$ cat src/rtl/bcs_pkg.sv
package bcs_pkg;

    typedef enum logic {
        LEN_4 = 1'b0,
        LEN_8 = 1'b1
    } blen_e;

    typedef enum logic {
        ORD_SEQ = 1'b0,
        ORD_ILV = 1'b1
    } order_e;

    localparam int unsigned LOW_W = 3;

endpackage

$ cat src/rtl/bcs_order.sv
module bcs_order
    import bcs_pkg::*;
(
    input  logic [LOW_W-1:0] base_i,
    input  logic [LOW_W-1:0] beat_i,
    input  blen_e            len_i,
    input  order_e           order_i,
    output logic [LOW_W-1:0] low_o
);

    logic [1:0] pair_d;
    logic       grp_d;

    always_comb begin
        if (order_i == ORD_ILV) begin
            pair_d = base_i[1:0] ^ beat_i[1:0];
        end else begin
            pair_d = base_i[1:0] + beat_i[1:0];
        end
        if (len_i == LEN_8) begin
            grp_d = base_i[2] ^ beat_i[2];
        end else begin
            grp_d = base_i[2];
        end
        low_o = {grp_d, pair_d};
    end

endmodule

$ cat src/rtl/bcs_ctrl.sv
module bcs_ctrl
    import bcs_pkg::*;
#(
    parameter int unsigned COL_W = 10
) (
    input  logic             clk,
    input  logic             rst_n,
    input  logic             start_i,
    input  logic [COL_W-1:0] start_col_i,
    input  blen_e            len_i,
    input  order_e           order_i,
    output logic             active_o,
    output logic             last_o,
    output logic [LOW_W-1:0] beat_o,
    output logic [COL_W-1:0] base_o,
    output blen_e            len_o,
    output order_e           order_o
);

    localparam logic [LOW_W-1:0] END4 = LOW_W'(3);
    localparam logic [LOW_W-1:0] END8 = LOW_W'(7);

    typedef struct packed {
        logic             active;
        logic [LOW_W-1:0] beat;
        logic [COL_W-1:0] base;
        blen_e            len;
        order_e           order;
    } st_t;

    st_t st_d, st_q;
    logic fin_d;

    always_comb begin
        st_d  = st_q;
        fin_d = st_q.active &&
                (st_q.beat == ((st_q.len == LEN_8) ? END8 : END4));
        if (!st_q.active) begin
            if (start_i) begin
                st_d.active = 1'b1;
                st_d.beat   = '0;
                st_d.base   = start_col_i;
                st_d.len    = len_i;
                st_d.order  = order_i;
            end
        end else if (fin_d) begin
            st_d.active = 1'b0;
            st_d.beat   = '0;
        end else begin
            st_d.beat = st_q.beat + LOW_W'(1);
        end
    end

    always_ff @(posedge clk) begin
        if (!rst_n) begin
            st_q <= '{active: 1'b0, beat: '0, base: '0, len: LEN_4, order: ORD_SEQ};
        end else begin
            st_q <= st_d;
        end
    end

    assign active_o = st_q.active;
    assign last_o   = fin_d;
    assign beat_o   = st_q.beat;
    assign base_o   = st_q.base;
    assign len_o    = st_q.len;
    assign order_o  = st_q.order;

    // Captured configuration must not move while a burst runs
    assert_cfg_hold_R9: assert property (@(posedge clk) disable iff (!rst_n)
        (st_q.active && !fin_d) |=> ($stable(st_q.len) && $stable(st_q.order)));

    // Beat index advances by exactly one while running
    assert_beat_step_R7: assert property (@(posedge clk) disable iff (!rst_n)
        (st_q.active && !fin_d) |=> (st_q.active && st_q.beat == $past(st_q.beat) + LOW_W'(1)));

endmodule

$ cat src/rtl/burst_col_seq.sv
module burst_col_seq
    import bcs_pkg::*;
#(
    parameter int unsigned COL_W = 10
) (
    input  logic             clk,
    input  logic             rst_n,
    input  logic             start_i,
    input  logic [COL_W-1:0] start_col_i,
    input  logic             len8_i,
    input  logic             ilv_i,
    output logic [COL_W-1:0] col_o,
    output logic             valid_o,
    output logic             last_o,
    output logic             busy_o
);

    localparam int unsigned HI_W = COL_W - LOW_W;

    logic             act_w;
    logic             fin_w;
    logic [LOW_W-1:0] beat_w;
    logic [COL_W-1:0] base_w;
    blen_e            len_w;
    order_e           ord_w;
    logic [LOW_W-1:0] low_w;

    bcs_ctrl #(.COL_W(COL_W)) u_ctrl (
        .clk         (clk),
        .rst_n       (rst_n),
        .start_i     (start_i),
        .start_col_i (start_col_i),
        .len_i       (blen_e'(len8_i)),
        .order_i     (order_e'(ilv_i)),
        .active_o    (act_w),
        .last_o      (fin_w),
        .beat_o      (beat_w),
        .base_o      (base_w),
        .len_o       (len_w),
        .order_o     (ord_w)
    );

    bcs_order u_order (
        .base_i  (base_w[LOW_W-1:0]),
        .beat_i  (beat_w),
        .len_i   (len_w),
        .order_i (ord_w),
        .low_o   (low_w)
    );

    logic [HI_W-1:0] hi_w;
    assign hi_w    = base_w[COL_W-1:LOW_W];
    assign col_o   = {hi_w, low_w};
    assign valid_o = act_w;
    assign busy_o  = act_w;
    assign last_o  = fin_w;

    assert_accept_R2: assert property (@(posedge clk) disable iff (!rst_n)
        (!busy_o && start_i) |=> (valid_o && col_o == $past(start_col_i)));

    assert_last_end_R7: assert property (@(posedge clk) disable iff (!rst_n)
        last_o |=> !valid_o);

    assert_last_in_burst_R7: assert property (@(posedge clk) disable iff (!rst_n)
        last_o |-> valid_o);

    assert_upper_hold_R6: assert property (@(posedge clk) disable iff (!rst_n)
        (valid_o && !last_o) |=> $stable(col_o[COL_W-1:LOW_W]));

    assert_bit2_hold4_R6: assert property (@(posedge clk) disable iff (!rst_n)
        (valid_o && !last_o && len_w == LEN_4) |=> $stable(col_o[2]));

    assert_seq_step_R3: assert property (@(posedge clk) disable iff (!rst_n)
        (valid_o && !last_o && ord_w == ORD_SEQ) |=> (col_o[1:0] == $past(col_o[1:0]) + 2'd1));

    assert_busy_R8: assert property (@(posedge clk) disable iff (!rst_n)
        (busy_o && start_i && !last_o) |=> (valid_o && $stable(col_o[COL_W-1:LOW_W])));

endmodule

$ cat config.mk
export PLATFORM = sky130hd
export DESIGN_NAME = burst_col_seq
export DESIGN_NICKNAME = d
export VERILOG_FILES = /design/src/rtl/bcs_pkg.sv /design/src/rtl/bcs_order.sv /design/src/rtl/bcs_ctrl.sv /design/src/rtl/burst_col_seq.sv
export SDC_FILE = /design/constraint.sdc
export NUM_CORES = 1
export LEC_CHECK = 0
export BUFFER_PORTS_ARGS = -buffer_cell sky130_fd_sc_hd__buf_4
export CAP_MARGIN = 10
export CORE_MARGIN = 5
export CORE_UTILIZATION = 40
export DETAILED_ROUTE_END_ITERATION = 12
export PLACE_DENSITY = 0.69
export SLEW_MARGIN = 20
export SYNTH_ARGS = -nofsm -noshare
export SYNTH_HDL_FRONTEND = slang
export SYNTH_SLANG_ARGS = --single-unit
$ cat constraint.sdc
create_clock -name clk -period 1 [get_ports clk]
set_input_delay 0.2 -clock clk [delete_from_list [all_inputs] [get_ports clk]]
set_output_delay 0.2 -clock clk [all_outputs]
set_load 0.01 [all_outputs]
Yosys cells after proc, flatten, opt, wreduce, memory -nomap -nowiden --
Cells that the tools add are included.
Word-level totals: bits in registers 16, bits of input ports 15, word-level logic and storage cells 21
Cells by class: add/sub/neg operators 2, equal/unequal tests 1, mux-type cells 7, bitwise logic cells 3, reductions and logical operators 3
Operators by type and width (number):
- $mux 16 | 1
- $mux 3 | 2
- $mux 4 | 1
- $add 3x1->3 const B | 1
- $eq 3x3->1 | 1
- $add 2x2->2 | 1
- $mux 1 | 2
- $mux 2 | 1
- $reduce_and 2->1 | 1
- $reduce_bool 2->1 | 1
- $xor 2x2->2 | 1
- $logic_and 1x1->1 | 1
- $not 1->1 | 1
- $xor 1x1->1 | 1

Depth between registers and ports, before layout --
word-level depth 5, gate-level depth with buffers 4

Cells and area by module --
From an unflattened synthesis, not the netlist that was laid out.
Unflattened totals: cell total of the unflattened synthesis 82, area total of the unflattened synthesis 724.4 um^2
By module, submodules not included:
- bcs_ctrl | times used 1, cells each 74, area each 660.6 um^2, seq. area each 320.3 um^2
- bcs_order | times used 1, cells each 7, area each 56.3 um^2, seq. area each 0.0 um^2
- burst_col_seq | times used 1, cells each 1, area each 7.5 um^2, seq. area each 0.0 um^2

Worst setup path after synthesis --
No wires, ideal clock.
path type register to output, from register u_ctrl.st_q, in the netlist u_ctrl.beat_o[0], to output port col_o[1], data arrival time 846 ps, required time 800 ps, setup slack -46 ps, cell stages (with the launch flop) 4, buffers on the path 0, cells stage by stage dfxtp_1 ha_1 nor2b_1 xnor2_1
Between the ends: word-level cells in the longest chain between the ends 2
Ends and longest elaborated chain:
- start: declaration | RTL line bcs_ctrl.sv:31 | st_t st_d, st_q;
- start signal: assignment | RTL line bcs_ctrl.sv:56 | st_q <= '{active: 1'b0, beat: '0, base: '0, len: LEN_4, order: ORD_SEQ};
- start signal: assignment | RTL line bcs_ctrl.sv:58 | st_q <= st_d;
- $add 2x2->2 | RTL line bcs_order.sv:18 | pair_d = base_i[1:0] + beat_i[1:0];
- $mux 2 | RTL line bcs_order.sv:15 | if (order_i == ORD_ILV) begin
- end: declaration | RTL line burst_col_seq.sv:12 | output logic [COL_W-1:0] col_o,
No other way between the ends.

Worst setup path after layout --
from register u_ctrl.st_q, in the netlist u_ctrl.beat_o[2], to output port last_o
Between the ends: word-level cells in the longest chain between the ends 2
Ends and longest elaborated chain:
- $eq 3x3->1 | RTL line bcs_ctrl.sv:37 | (st_q.beat == ((st_q.len == LEN_8) ? END8 : END4));
- $logic_and 1x1->1 | RTL line bcs_ctrl.sv:36 | fin_d = st_q.active &&
- end: declaration | RTL line burst_col_seq.sv:14 | output logic last_o,
No other way between the ends.

==> flow_summary.toml <==
[cells_and_area]
layout-drive-gt1-share_pct = 58.0
fillers = 193
antenna_cells = 0
final_area_um2 = 1130
multi_input_area_um2 = 480
final-seq-area_um2 = 338
area_delta_synth_final_pct = 38.1
fin_nets = 131

[routing]
first_pass_iters = 4
ant_nets = 0
wl_per_cell_um = 12.4
drtIter0Drc = 2
num_vias = 657
drt_wl_total_um = 1730
vias_per_cell = 4.73
drc_errors = 0

[timing]
rsz0062_at_grt = "true"
max_clock_freq_mhz = 735
fin_crit_sh_pct = 136
tns_ns = -1.21
maxSlewViolCount = 0
clock_skew_ns = 0.00234
setup_violations = 7
max-slew-margin-rel_pct = 84.0
worst_hold_slack_ns = 0.173
worst_slew_pin_slew_ns = 0.240
hold_viol = 0
fin_ws_ns = -0.360
finalCriticalPeriod_ns = 1.36

[yosys]
syn_nets = 105
synth.top_cell.area_share_pct = 39.1
synth_area_leader_cell = "dfxtp_1"
synth-edff-count = 0
synth_most_common_cell = "nand2_1"
syn_inst = 88
seq_area_frac_synth_pct = 39.1
synthFlopType = "dfxtp_1"
synth_cell_types = 20
synthTopCellsByCount = "25 x nand2_1, 16 x dfxtp_1, 10 x a21boi_2, 10 x buf_4, 4 x xnor2_1"
synth_area_per_cell_um2 = 9.30
ys_async_sr_fraction_pct = 0
synthTopCellsByArea = "dfxtp_1 39%, a21boi_2 14%, nand2_1 11%"
ys.warnings.count = 0
synthesis.area_um2 = 818
yosys_register_bits = 16

[critical_path]
regToRegStartpoint = "u_ctrl.beat_o[1]"
cp_num_buf_inv = 1
rr_endpoint = "u_ctrl.beat_o[2]"
crit_path_max_fanout = 4
worstRegToRegCells = 5
crit_family = "flip-flops"
slowest_stage = "dfxtp_4"
critical_path_class = "register to output pin"
r2r_slack_ns = -0.06
cp_cell_sequence = "xnor2_2 -> and3_4 -> buf_4"
required_ns = 0.80
cp_slowest_stage_delay_ns = 0.38
cp.arrival_ns = 1.16
critPathLaunchType = "register"
cp-end-kind = "output pin"

[global_routing]
grt_pass1_vias = 668
grt_util_met2_pct = 19.1
grt_pass1_wl_um = 2920
grt_use_met1_pct = 14.2
met3_usage_pct = 3.96
grt_most_used_layer = "met2"
grt_max_degree = 19
grt-ovfl-total = 0
grt_use_total_pct = 11.5
antenna_found_initial = 0

[power_and_ir_drop]
p_comb_share_pct = 21.6
power_leakage_nw = 0.483
vdd_ir_drop_max_v = 0.000980
sw_frac_of_total_pct = 25.7
p_sw_w = 0.000336
pwr-share-clk_pct = 24.6
p_int_w = 0.000972
power.density_nw_per_um2 = 1160
totalPowerFinal_w = 0.00131
pwr-share-seq_pct = 53.8

[cts]
clockBufferDepth = 2
postCtsHoldBufs = 0
cts_sinks = 16
cts_tree = "built"
insertion_delay_ns = 0.27
root_buffer = "clkbuf_4"
cts_buffers = 3
clk_pin_slew_ns = 0.09
htree_levels = 1

[worst_hold_path]
hp-class = "input port to register"
holdPathStages = 3
min_to = "u_ctrl.base_o[6]"
hold_start = "start_col_i[6]"

[place]
preCtsSetupSlack_ns = -0.118
gp_congestion = 0.709
hpwl_um = 1210
portBuffers = 27
placed_area_um2 = 1000

[floorplan]
core_area_um2 = 1960
die_width_um = 55.2
die_area_um2 = 3050
rows = 16
initial_core_util_pct = 41.7
die_height_um = 55.2
pin_count = 28

[status]
violations = "setup timing"
outcome = "finished, violations left"

[flow_run]
cap_violations = 0
tightest hold or removal path: stages:
cell,delay (ns)
buf_4,0.11
nand2_1,0.06
a21boi_2,0.04
kinds of logic after synthesis:
family                   Yosys count  share of synthesized area, %
AND/OR/NAND/NOR                   38                          23.7
buffers and inverters             12                          11.5
adder cells (fa/ha/maj)            2                          3.06
XOR/XNOR                           4                          4.28
AO/OA/AOI/OAI                     16                          18.3
flip-flops                        16                          39.1
timing repair:
item	CTS	global route
cloned	0	1
setup endpoints to repair	9	14
buffers inserted	1	0
pin swaps	3	2
gates resized for setup	17	10
per-layer routing:
layer / wire length [um] / vias up
li1: - / 334
met1: 756 / 303
met2: 865 / 20
met3: 106 / 0
met4: 0 / 0
met5: 0 / -
per-stage QoR:
| stage | utilization, % | instances |
|---|---|---|
| 2_1_floorplan | - | 88 |
| 5_1_grt | 57.6 | 139 |
| 6_report | 57.6 | 139 |
| 3_5_place_dp | 51.1 | 134 |
| 3_3_place_gp | 51.1 | 134 |
| 4_1_cts | 55.3 | 138 |
final cells by class:
| class | count | area share, % |
|---|---|---|
| Clock buffer | 3 | 1.99 |
| Timing Repair Buffer | 32 | 22.6 |
| Sequential cell | 16 | 29.9 |
| Tap cell | 27 | 2.99 |
| Multi-Input combinational cell | 61 | 42.5 |
power groups by stage:
stage	clock [W]	combinational (W)	sequential [W]
3_5_place_dp	0	0.000251	0.000716
5_1_grt	0.000358	0.000308	0.000710
4_1_cts	0.000339	0.000271	0.000707
2_1_floorplan	0	0.000164	0.000710
3_3_place_gp	0	0.000247	0.000713
6_report	0.000322	0.000282	0.000704
sequential cells by signal (all words and copies together), names as in the netlist:
| signal | count |
|---|---|
| u_ctrl.beat_o | 3 |
| u_ctrl.active_o | 1 |
| u_ctrl.base_o | 10 |
| u_ctrl.len_o | 1 |
| u_ctrl.order_o | 1 |
worst max path at each step:
stage / startpoint / depth (start not counted) / end / slack (ns)
after CTS: u_ctrl.beat_o[0] / 4 / col_o[1] / -0.37
after floorplan: u_ctrl.beat_o[0] / 3 / col_o[1] / -0.03
after global placement: u_ctrl.beat_o[0] / 4 / col_o[1] / -0.11
final: u_ctrl.beat_o[2] / 3 / last_o / -0.36
after detailed placement: u_ctrl.beat_o[0] / 4 / col_o[1] / -0.12
after global routing: u_ctrl.beat_o[0] / 4 / col_o[1] / -0.41
cell usage in the layout (no fill, tap or decap), types with 2 or more instances in the layout:
master	count
o21ai_1	3
dfxtp_4	4
nand2_1	24
buf_6	4
clkbuf_4	3
a21boi_0	2
dfxtp_2	2
nand3_1	3
a21boi_2	10
dfxtp_1	10
buf_4	28
nor2b_4	2
xnor2_2	4
Note: power is estimated with default switching activity, not from simulation.
